File: config.mk
export PLATFORM = sky130hd
export DESIGN_NAME = hdlc_rx_packer
export DESIGN_NICKNAME = d
export VERILOG_FILES = /design/src/rtl/hdlc_rx_pkg.sv /design/src/rtl/hdlc_rx_fifo.sv /design/src/rtl/hdlc_rx_sel.sv /design/src/rtl/hdlc_rx_cnt.sv /design/src/rtl/hdlc_rx_packer.sv
export SDC_FILE = /design/constraint.sdc
export NUM_CORES = 1
export LEC_CHECK = 0
export BUFFER_PORTS_ARGS = -buffer_cell sky130_fd_sc_hd__buf_4
export CORE_ASPECT_RATIO = 1.25
export CORE_MARGIN = 4
export CORE_UTILIZATION = 45
export DETAILED_ROUTE_END_ITERATION = 16
export GPL_TIMING_DRIVEN = 0
export SLEW_MARGIN = 20
export SYNTH_ARGS = -nofsm -noshare
export SYNTH_HDL_FRONTEND = slang
export SYNTH_SLANG_ARGS = --single-unit
File: constraint.sdc
create_clock -name clk -period 3.7 [get_ports clk]
set_input_delay 0.37 -clock clk [delete_from_list [all_inputs] [get_ports clk]]
set_output_delay 0.37 -clock clk [all_outputs]
set_load 0.05 [all_outputs]
File: src/rtl/hdlc_rx_pkg.sv
// Shared definitions for the HDLC receive packer.
// Assumes: byte kinds are coded on two bits by the deframer.
package hdlc_rx_pkg;

    typedef enum logic [1:0] {
        K_PAY  = 2'd0,
        K_ADDR = 2'd1,
        K_CRC  = 2'd2,
        K_RSVD = 2'd3
    } kind_e;

    // Low-bit mask of the block size chosen by the threshold code.
    function automatic logic [4:0] blk_mask(input logic [1:0] thr);
        case (thr)
            2'd0:    blk_mask = 5'h1F;
            2'd1:    blk_mask = 5'h0F;
            2'd2:    blk_mask = 5'h03;
            default: blk_mask = 5'h01;
        endcase
    endfunction

endpackage

File: src/rtl/hdlc_rx_fifo.sv
// Synchronous byte FIFO with a show-ahead head and an occupancy count.
// Assumes: the writer never writes when full, and a read when empty is ignored.
module hdlc_rx_fifo #(
    parameter int DEPTH = 64,
    parameter int AW    = $clog2(DEPTH),
    parameter int LVL_W = $clog2(DEPTH + 1)
) (
    input  logic             clk,
    input  logic             rst_n,
    input  logic             wr_en,
    input  logic [7:0]       wr_data,
    input  logic             rd_en,
    output logic [7:0]       rd_data,
    output logic             empty,
    output logic [LVL_W-1:0] level
);
    localparam logic [AW-1:0] LAST = AW'(DEPTH - 1);

    logic [7:0]    mem [DEPTH];
    logic [AW-1:0] wptr, rptr;
    logic          do_rd;

    assign empty   = (level == '0);
    assign do_rd   = rd_en && !empty;
    assign rd_data = mem[rptr];

    // Storage array write port.
    always_ff @(posedge clk) begin
        if (wr_en) mem[wptr] <= wr_data;
    end

    // Pointer and occupancy bookkeeping.
    always_ff @(posedge clk) begin
        if (!rst_n) begin
            wptr  <= '0;
            rptr  <= '0;
            level <= '0;
        end else begin
            if (wr_en) wptr <= (wptr == LAST) ? '0 : wptr + 1'b1;
            if (do_rd) rptr <= (rptr == LAST) ? '0 : rptr + 1'b1;
            level <= level + LVL_W'(wr_en) - LVL_W'(do_rd);
        end
    end

    p_no_overflow_r10: assert property (@(posedge clk) disable iff (!rst_n)
        wr_en |-> (level != LVL_W'(DEPTH)));

    p_empty_after_reset_r11: assert property (@(posedge clk)
        !rst_n |=> empty);

endmodule

File: src/rtl/hdlc_rx_sel.sv
// Chooses which deframer bytes enter the FIFO and builds the status byte.
// Assumes: frame_start and frame_end never coincide with a byte strobe.
module hdlc_rx_sel #(
    parameter int DEPTH = 64,
    parameter int LVL_W = $clog2(DEPTH + 1)
) (
    input  logic             clk,
    input  logic             rst_n,
    input  logic             auto_mode,
    input  logic             addr_push_en,
    input  logic             crc_push_en,
    input  logic             addr_two,
    input  logic             frame_start,
    input  logic             in_valid,
    input  logic [1:0]       in_kind,
    input  logic [7:0]       in_data,
    input  logic             frame_end,
    input  logic             frame_crc_ok,
    input  logic             frame_abort,
    input  logic [LVL_W-1:0] fifo_level,
    output logic             wr_en,
    output logic [7:0]       wr_data
);
    import hdlc_rx_pkg::*;

    logic [1:0] addr_cnt, crc_cnt, addr_lim;
    logic       ovf, want_addr, want_crc, want, room_data, room_stat, take;

    // Byte acceptance decision and status byte assembly.
    always_comb begin
        addr_lim  = addr_two ? 2'd2 : 2'd1;
        want_addr = (in_kind == K_ADDR) && addr_push_en && !auto_mode && (addr_cnt < addr_lim);
        want_crc  = (in_kind == K_CRC) && crc_push_en && !auto_mode && (crc_cnt < 2'd2);
        want      = in_valid && ((in_kind == K_PAY) || want_addr || want_crc);
        room_data = fifo_level < LVL_W'(DEPTH - 1);
        room_stat = fifo_level < LVL_W'(DEPTH);
        take      = want && !ovf && room_data;
        wr_en     = frame_end ? room_stat : take;
        wr_data   = frame_end ? {5'b0, ovf, frame_abort, frame_crc_ok} : in_data;
    end

    // Per-frame address/checksum indices and overflow flag.
    always_ff @(posedge clk) begin
        if (!rst_n || frame_start || frame_end) begin
            addr_cnt <= '0;
            crc_cnt  <= '0;
            ovf      <= 1'b0;
        end else begin
            if (take && in_kind == K_ADDR) addr_cnt <= addr_cnt + 1'b1;
            if (take && in_kind == K_CRC)  crc_cnt  <= crc_cnt + 1'b1;
            if (want && !room_data)        ovf      <= 1'b1;
        end
    end

    p_auto_drop_r4: assert property (@(posedge clk) disable iff (!rst_n)
        (in_valid && !frame_end && auto_mode && in_kind != K_PAY) |-> !wr_en);

    p_drop_after_ovf_r10: assert property (@(posedge clk) disable iff (!rst_n)
        (ovf && in_valid && !frame_end) |-> !wr_en);

    p_addr_limit_r2: assert property (@(posedge clk) disable iff (!rst_n)
        addr_cnt <= 2'd2);

endmodule

File: src/rtl/hdlc_rx_cnt.sv
// Frame byte counter, release count and block-full interrupt.
// Assumes: wr reports every byte actually written to the FIFO.
module hdlc_rx_cnt #(
    parameter int CNT_W = 12
) (
    input  logic             clk,
    input  logic             rst_n,
    input  logic             wr,
    input  logic             frame_start,
    input  logic             rel_cmd,
    input  logic [1:0]       rx_thresh,
    output logic [CNT_W-1:0] frame_len,
    output logic             pool_irq
);
    import hdlc_rx_pkg::*;

    logic [CNT_W-1:0] clr_mask, bsize, unrel, unrel_nxt;

    // Next release count and block size from the threshold.
    always_comb begin
        clr_mask  = CNT_W'(blk_mask(rx_thresh));
        bsize     = clr_mask + 1'b1;
        unrel_nxt = (rel_cmd ? '0 : unrel) + CNT_W'(wr);
    end

    // Counter registers and the one-cycle interrupt.
    always_ff @(posedge clk) begin
        if (!rst_n) begin
            frame_len <= '0;
            unrel     <= '0;
            pool_irq  <= 1'b0;
        end else begin
            unrel    <= unrel_nxt;
            pool_irq <= wr && (unrel_nxt == bsize);
            if (frame_start)
                frame_len <= '0;
            else
                frame_len <= (rel_cmd ? (frame_len & ~clr_mask) : frame_len) + CNT_W'(wr);
        end
    end

    p_irq_pulse_r7: assert property (@(posedge clk) disable iff (!rst_n)
        pool_irq |=> !pool_irq);

    p_start_zero_r1: assert property (@(posedge clk) disable iff (!rst_n)
        frame_start |=> (frame_len == '0));

    p_rel_clear_r8: assert property (@(posedge clk) disable iff (!rst_n)
        (rel_cmd && !frame_start && !wr) |=> ((frame_len & $past(clr_mask)) == '0));

endmodule

File: src/rtl/hdlc_rx_packer.sv
// Top: byte selection, FIFO storage and length/interrupt counting.
// Assumes: one deframer event per cycle; host reads through rd_en/rd_data.
module hdlc_rx_packer #(
    parameter int DEPTH = 64,
    parameter int CNT_W = 12
) (
    input  logic             clk,
    input  logic             rst_n,
    input  logic             auto_mode,
    input  logic             addr_push_en,
    input  logic             crc_push_en,
    input  logic             addr_two,
    input  logic [1:0]       rx_thresh,
    input  logic             frame_start,
    input  logic             in_valid,
    input  logic [1:0]       in_kind,
    input  logic [7:0]       in_data,
    input  logic             frame_end,
    input  logic             frame_crc_ok,
    input  logic             frame_abort,
    input  logic             rel_cmd,
    input  logic             rd_en,
    output logic [7:0]       rd_data,
    output logic             rd_empty,
    output logic             pool_irq,
    output logic [CNT_W-1:0] frame_len
);
    localparam int AW    = $clog2(DEPTH);
    localparam int LVL_W = $clog2(DEPTH + 1);

    logic             wr_en;
    logic [7:0]       wr_data;
    logic [LVL_W-1:0] level;

    hdlc_rx_sel #(.DEPTH(DEPTH), .LVL_W(LVL_W)) sel_i (
        .clk(clk), .rst_n(rst_n), .auto_mode(auto_mode),
        .addr_push_en(addr_push_en), .crc_push_en(crc_push_en), .addr_two(addr_two),
        .frame_start(frame_start), .in_valid(in_valid), .in_kind(in_kind),
        .in_data(in_data), .frame_end(frame_end), .frame_crc_ok(frame_crc_ok),
        .frame_abort(frame_abort), .fifo_level(level), .wr_en(wr_en), .wr_data(wr_data)
    );

    hdlc_rx_fifo #(.DEPTH(DEPTH), .AW(AW), .LVL_W(LVL_W)) fifo_i (
        .clk(clk), .rst_n(rst_n), .wr_en(wr_en), .wr_data(wr_data),
        .rd_en(rd_en), .rd_data(rd_data), .empty(rd_empty), .level(level)
    );

    hdlc_rx_cnt #(.CNT_W(CNT_W)) cnt_i (
        .clk(clk), .rst_n(rst_n), .wr(wr_en), .frame_start(frame_start),
        .rel_cmd(rel_cmd), .rx_thresh(rx_thresh), .frame_len(frame_len),
        .pool_irq(pool_irq)
    );

endmodule

* Word level (Yosys, flattened, before mapping) *
Memories as Yosys holds them, arrays and structs flattened. A register that Yosys moved wholly into a read port is not among the register bits.
Index checks and enable logic that the tools add are counted.

word-level totals
  register bits after elaboration = 49
  bits in writable memories = 512
  input port bits = 25
  output and inout port bits = 22
  logic and storage cells = 72
  memories kept = 1

operators by class
  $add $sub $neg = 9
  $lt $le $gt $ge = 4
  equality and inequality tests = 7
  multiplexer cells = 12
  bitwise logic cells = 3
  reductions and logical operators = 27

memory list
  name        depth  bits a word  rd ports  clocked after Yosys merged registers in  write ports  line                text
  fifo_i.mem  64     8            1         1                                        1            hdlc_rx_fifo.sv:19  logic [7:0] mem [DEPTH];

operators with widths
  kind                                                                  number
  12-bit by 1-bit adder with 12-bit output                              2
  12-bit 2-to-1 mux                                                     2
  6-bit 2-to-1 mux                                                      4
  5-bit one-hot mux with 3 select lines                                 1
  1-bit logical AND                                                     14
  6-bit by 1-bit adder with 6-bit output, second input constant         2
  12-bit bitwise AND                                                    1
  12-bit == test                                                        1
  6-bit == test, second input constant                                  2
  5-bit inverter with 12-bit output                                     1
  8-bit 2-to-1 mux                                                      1
  7-bit by 1-bit adder with 7-bit output                                1
  7-bit logical NOT                                                     1
  7-bit by 6-bit < comparator with 1-bit output, second input constant  1
  7-bit < comparator, second input constant                             1
  7-bit by 1-bit subtractor with 7-bit output                           1
  5-bit by 1-bit adder with 6-bit output, second input constant         1
  1-bit logical NOT                                                     5
  2-bit by 1-bit adder with 2-bit output, second input constant         2
  2-bit by 1-bit == test with 1-bit output, second input constant       2
  2-bit == test, second input constant                                  2
  2-bit logical NOT                                                     2
  1-bit logical OR                                                      4
  1-bit 2-to-1 mux                                                      3
  other kinds (5)                                                       5

* Depth between registers and ports, before layout *
Gate-level depths: netlist of run 1.

  depth after elaboration = 13
  mapped depth = 19
  gate-level depth less buffers = 17

* Cells and area by module *
Synthesis of run 1 repeated with hierarchy kept, for this count alone.

second synthesis, totals
  cell total of the unflattened synthesis = 1232
  area total of the unflattened synthesis = 22831.9 µm²

by module, submodules not included
  module        times used  cells each  area each (µm²)  seq. area each (µm²)
  hdlc_rx_fifo  1           1028        21079.0          15875.2
  hdlc_rx_cnt   1           157         1330.0           500.5
  hdlc_rx_sel   1           47          422.9            100.1

* Least setup slack after synthesis of run 1 *
Ideal clock, no wire load.

  path type = input-to-reg
  from = input port addr_two
  to = register fifo_i.level[6]
  setup time = 116 ps
  arrival time = 3260 ps
  required time = 3584 ps
  slack = 324 ps
  stages on the path = 19
  buffers on the path = 2
  cell sequence = inv_1 -> ha_1 -> and4bb_2 -> and4b_1 -> o211ai_2 -> and2_4 -> buf_6 -> buf_2 -> ha_1 -> inv_1 -> ha_1 -> inv_1 -> fa_1 -> nand2b_1 -> a21oi_1 -> o21ai_0 -> a21oi_1 -> o21ai_0 -> and3_1

between the ends
  word-level cells in the longest chain between the ends = 11

RTL lines
  what                                         line                  text
  start, declared                              hdlc_rx_packer.sv:12  input logic addr_two,
  2-bit 2-to-1 mux                             hdlc_rx_sel.sv:31     addr_lim = addr_two ? 2'd2 : 2'd1;
  2-bit < comparator                           hdlc_rx_sel.sv:32     want_addr = (in_kind == K_ADDR) && addr_push_en && !auto_mode && (addr_cnt < addr_lim);
  1-bit logical AND                            hdlc_rx_sel.sv:32
  1-bit logical OR (2 in a row)                hdlc_rx_sel.sv:34     want = in_valid && ((in_kind == K_PAY) || want_addr || want_crc);
  1-bit logical AND                            hdlc_rx_sel.sv:34
  1-bit logical AND (2 in a row)               hdlc_rx_sel.sv:37     take = want && !ovf && room_data;
  1-bit 2-to-1 mux                             hdlc_rx_sel.sv:38     wr_en = frame_end ? room_stat : take;
  7-bit by 1-bit adder with 7-bit output       hdlc_rx_fifo.sv:41    level <= level + LVL_W'(wr_en) - LVL_W'(do_rd);
  7-bit by 1-bit subtractor with 7-bit output  hdlc_rx_fifo.sv:41
  end signal, assigned                         hdlc_rx_fifo.sv:41
  end, declared                                hdlc_rx_fifo.sv:15    output logic [LVL_W-1:0] level

No other way between the ends.
A chain may end at the register's enable or synchronous reset.

==> results.tsv, run 1 <==
metric	value	unit
first drt pass iteration count	5	
Cells after DPL	1941	
CTS tree	done	
DP HPWL	34300	um
syn_nets	1278	
most common cell after layout, fill and taps aside	edfxtp_1	
status	complete, no violations	
worst slew pin tran	0.943	ns
Top delay family on crit path	multiplexers	
Power Total	0.0151	W
# fillers	4035	
Netlist Area Pre-Place	22800	sq um
Pwr Density	581	nW/um^2
Post-synth top flop	edfxtp_1	
CTS max path bufs	3	
sw frac	0.261	
Peak supply drop	0.393	mV
CTS sink cnt	567	
DR DRC count	0	
reported max-cap violation count	0	
GRT Util Overall	0.188	
WP buf/inv	4	
Relative slew margins	0.369	
WL/cell	24.8	um
Core Region	49600	sq um
critical-path cell list	buf_4, buf_8, buf_6, mux4_2, mux2i_1, a21oi_1, o21ai_2, o31ai_1, buf_4	
combinational power share	0.184	
port bufs	45	
Cells after Synth	1233	
Critical Path Source Type	flop	
initial antenna violation count	1	
# rows	91	
initial core utilization	0.458	
Max Clk Rate	283	MHz
Worst Skew	0.0293	ns
clk root buf	clkbuf_16	
IO Pins	47	
Worst setup EP type	output pin	
Synth cell types	62	
register area share after synthesis	0.724	
register area	16500	sq um
remaining antenna violation count	0	
die width	209	um
final setup vio count	0	
residual overflow from global routing	0	
Die Area	54200	sq um
most used cell, CP	buf_4	
Critical Path RT	3.33	ns
critical path type	reg -> out	
height of the chip	259	um
post-synthesis average cell area	18.5	sq um
RSZ-0062 raised after global routing	false	
Pins Over Slew Limit	0	
share of post-route cells with drive strength above 1	0.253	
Crit Path Max Fanout	10	
Total Wirelength	50600	um
Area growth, synth to finish	14.2	%
Post-synth EDFFs	512	
synth warn	0	
critical path's largest stage delay	0.53	ns
Reg power frac	0.474	
slowest library cell on the worst path	mux4_2	
Leak	8.21	nW
DR vias/cell	5.63	
Period minus WS final	3.54	ns
vias	11500	
vias in the first global route	12000	
Num CTS Buffers	55	
insertion delay of the later-clocked pin in the worst-skew pair	0.61	ns
nets@finish	1393	
Clk network pwr share	0.341	
Multi-input gate area	6070	sq um
GPL Wtd Cong	0.801	
#FFs+latches synth	567	
most frequent cells in the layout	edfxtp_1, mux4_2, nor2_1	
sw power	0.00393	W
Period Utilization, post-route	0.956	
critical path arrival	3.17	ns
final setup TNS	0	ns
CTS H-Tree Depth	2	
# diodes	0	
WHS	0.0940	ns
number of DRC markers in iteration 0	766	
non-filler cells, final	2044	
pin count of the biggest net entering global routing	65	
Clock Pin Slew Worst Setup and Hold Paths	0.06	ns
Pint	0.0112	W
min-delay worst type	in -> reg	
Final Hold Fails	0	
first-pass GRT wire length	76200	um
share of flip-flops with an asynchronous set or reset	0	
## routing by layer
layer  track usage  wire (um)  vias up
li1              -          -     5167
met1         0.248      20400     5942
met2         0.324      26000      333
met3        0.0383       3040       71
met4        0.0486       1110        0
met5             0          0        -
## stage by stage
| stage | instance area, sq um | setup WS (ns) | util |
|---|---|---|---|
| floorplan | 22800 | 0.324 | - |
| global placement | 23900 | -1.48 | 0.482 |
| detailed placement | 24200 | -0.361 | 0.487 |
| CTS | 25900 | 0.0448 | 0.522 |
| global route | 26000 | 0.0153 | 0.523 |
| finish | 26000 | 0.161 | 0.523 |
## state kept, by name (all words and copies together) (netlist names), named ones only
register / flops
cnt_i.unrel: 12
fifo_i.wptr: 6
fifo_i.rptr: 6
sel_i.ovf: 1
sel_i.crc_cnt: 2
cnt_i.pool_irq: 1
sel_i.addr_cnt: 2
cnt_i.frame_len: 12
fifo_i.mem: 512
fifo_i.level: 7
## cells by family (layout without fill, tap and decap cells)
group / after synthesis / count (layout) / share of synthesized area
mux: 175 / 175 / 0.148
xor+xnor: 31 / 31 / 0.0119
simple gates: 245 / 245 / 0.0553
flops: 567 / 567 / 0.724
compound gates: 117 / 117 / 0.0326
fa+ha+maj: 20 / 20 / 0.0113
buf+inv: 78 / 238 / 0.0167
## area by class of cell
cell class	instances	area share
Buffer	57	0.0148
Clock buffer	73	0.0564
Clock inverter	29	0.00636
Inverter	20	0.00289
Multi-Input combinational cell	588	0.234
Sequential cell	567	0.634
Tap cell	651	0.0314
Timing Repair Buffer	59	0.0203
## synthesized netlist by cell type, types with 3 or more instances
cell      number  area (sq um)
nor2b_1       21           131
o221ai_1       7          61.3
buf_4         12          90.1
nor2_1        89           334
and3_1        10          62.6
nand2_1       25          93.8
or2_2          3          18.8
xnor2_1       12           105
nor3_1        14          70.1
inv_1         19          71.3
a21oi_1       29           145
xor2_1        19           166
or3_1         10          62.6
nand2b_1      14          87.6
nand3_1       19          95.1
and2_1        12          75.1
mux2_2        14           158
o31ai_1        9          67.6
clkbuf_1      18          67.6
buf_2         21           105
buf_1          5          18.8
dfxtp_1       55          1100
edfxtp_1     512         15400
ha_1          19           238
nand3b_1       3          22.5
o22ai_1        9          56.3
nor2_2         5          31.3
o21ai_0       34           170
nor3b_1        3          22.5
a211oi_1       8          60.1
mux2i_1       33           330
mux4_2       128          2880
nand4_1        4          25.0
## power groups by stage
stage	sequential (W)	combinational (W)	clock [W]
3_5_place_dp	0.00729	0.00272	0
6_report	0.00715	0.00278	0.00515
5_1_grt	0.00716	0.00299	0.00555
3_3_place_gp	0.00730	0.00265	0
4_1_cts	0.00716	0.00279	0.00526
2_1_floorplan	0.00728	0.00189	0
## path summary, 6_finish.rpt
kind | from | end | slack, ns | cells after the start
setup reg to reg | sel_i.addr_cnt[1] | fifo_i.level[6] | 0.25 | 17
hold / removal | rst_n | fifo_i.wptr[1] | 0.09 | 2
hold reg to reg | sel_i.crc_cnt[1] | sel_i.crc_cnt[1] | 0.49 | 2
setup / recovery | flop | rd_data[6] | 0.16 | 9
## repair_timing
action / in CTS / in global routing
setup buffers: 0 / 2
pin swaps: 1 / 2
gates cloned: 0 / 0
gates resized for setup: 44 / 10
endpoints found under the setup margin: 9 / 12
hold buffers: 0 / 0
Power figures use the tool's default switching activity.
==> run 2: changes to the inputs <==
--- a/config.mk
+++ b/config.mk
@@ -8,9 +8,10 @@
 export BUFFER_PORTS_ARGS = -buffer_cell sky130_fd_sc_hd__buf_4
 export CORE_ASPECT_RATIO = 1.25
 export CORE_MARGIN = 4
-export CORE_UTILIZATION = 45
+export CORE_UTILIZATION = 62
 export DETAILED_ROUTE_END_ITERATION = 16
 export GPL_TIMING_DRIVEN = 0
+export PLACE_DENSITY = 0.79
 export SLEW_MARGIN = 20
 export SYNTH_ARGS = -nofsm -noshare
 export SYNTH_HDL_FRONTEND = slang
==> run 2 against run 1 <==
Count of clock-buffer cells in the layout is the same. Hold slack gained 0.021 ns. Sequential power is essentially flat.
==> results.tsv, run 2 (same netlist as run 1, synthesis figures left out) <==
metric	value	unit
height of the chip	222	um
residual overflow from global routing	0	
GPL Wtd Cong	0.875	
nets@finish	1386	
Num CTS Buffers	50	
Period minus WS final	3.59	ns
reported max-cap violation count	0	
DR vias/cell	6.47	
Die Area	39800	sq um
IO Pins	47	
worst slew pin tran	0.976	ns
clk root buf	clkbuf_16	
initial antenna violation count	0	
final setup TNS	0	ns
remaining antenna violation count	0	
status	complete, no violations	
Worst setup EP type	output pin	
WP buf/inv	4	
initial core utilization	0.627	
share of post-route cells with drive strength above 1	0.259	
Core Region	36300	sq um
# fillers	2209	
Area growth, synth to finish	13.3	%
Critical Path Source Type	flop	
critical-path cell list	buf_2, clkbuf_4, buf_2, mux4_2, mux2i_1, o22ai_1, o21ai_0, o21ai_0, buf_4	
CTS tree	done	
Final Hold Fails	0	
port bufs	45	
Critical Path RT	3.33	ns
Crit Path Max Fanout	10	
CTS max path bufs	3	
min-delay worst type	in -> reg	
CTS sink cnt	567	
die width	179	um
Max Clk Rate	278	MHz
Relative slew margins	0.347	
CTS H-Tree Depth	2	
first-pass GRT wire length	75300	um
Peak supply drop	0.412	mV
Worst Skew	0.0257	ns
DR DRC count	0	
WL/cell	26.7	um
# diodes	0	
biggest regs	fifo_i.mem: 512 flops, cnt_i.frame_len: 12 flops, cnt_i.unrel: 12 flops	
pin count of the biggest net entering global routing	65	
Top delay family on crit path	buffers and inverters	
Pwr Density	590	nW/um^2
Total Wirelength	49700	um
Clock Pin Slew Worst Setup and Hold Paths	0.07	ns
vias in the first global route	12300	
max FFs per register	512	
Power Total	0.0152	W
critical path type	reg -> out	
final core utilization	0.710	
WHS	0.115	ns
final setup vio count	0	
Period Utilization, post-route	0.971	
Largest Register	fifo_i.mem	
design area	25800	sq um
critical path's largest stage delay	0.35	ns
most frequent cells in the layout	edfxtp_1, mux4_2, nor2_1	
# rows	78	
number of DRC markers in iteration 0	1459	
DP HPWL	32700	um
Leak	8.24	nW
RSZ-0062 raised after global routing	false	
first drt pass iteration count	6	
vias	12000	
slowest library cell on the worst path	mux4_2	
CTS Hold Bufs	0	
critical path arrival	3.22	ns
Pins Over Slew Limit	0	
GRT Util Overall	0.255	
most common cell after layout, fill and taps aside	edfxtp_1	
insertion delay of the later-clocked pin in the worst-skew pair	0.58	ns
reg2reg setup slack	0.23	ns
Placement Cell Area	24000	sq um
## run 2: final timing paths
| path | start | to | cells past startpoint |
|---|---|---|---|
| max | flop | rd_data[1] | 9 |
| min | rst_n | fifo_i.wptr[0] | 3 |
| max reg2reg | sel_i.addr_cnt[1] | fifo_i.mem[24][7] | 9 |
| min reg2reg | sel_i.crc_cnt[1] | sel_i.crc_cnt[1] | 2 |
## run 2: final cells by class
class                      count  area [sq um]  share of cell area
buffer                        57           377              0.0146
inverter                      20          75.1             0.00291
clock inverter                20           229             0.00888
tap                          480           601              0.0233
clock buffer                  73          1460              0.0567
sequential                   567         16500               0.639
timing repair buffer          57           508              0.0197
multi-input combinational    588          6060               0.235
## run 2: worst min-delay path, stage by stage
cell	delay, ns
buf_4	0.15
o31ai_1	0.07
o31ai_1	0.06
## run 2: repair_timing
item	in CTS	in global routing
buffers inserted	0	3
endpoints found under the setup margin	9	10
gates resized for setup	22	23
pin swaps	1	4
gates cloned	0	0
## run 2: stage by stage
stage	setup slack [ns]	cells
after floorplan	0.324	1233
after global placement	-0.938	1758
after detailed placement	-0.337	1767
after CTS	0.00595	1859
after global routing	0.00654	1862
final	0.108	1862
## run 2: power breakdown
group,switching (W),total [W],internal (W),leakage [nW]
Clock,0.00220,0.00529,0.00309,0.815
Combinational,0.00157,0.00277,0.00120,2.32
Sequential,0.0000573,0.00715,0.00710,5.11
Total,0.00383,0.0152,0.0114,8.24
## run 2: per-layer routing
metal	up-vias	routed length, um	GRT usage
met4	0	2210	0.100
met2	687	25500	0.426
li1	5133	-	-
met3	139	4380	0.0470
met1	6080	17600	0.338
met5	-	0	0
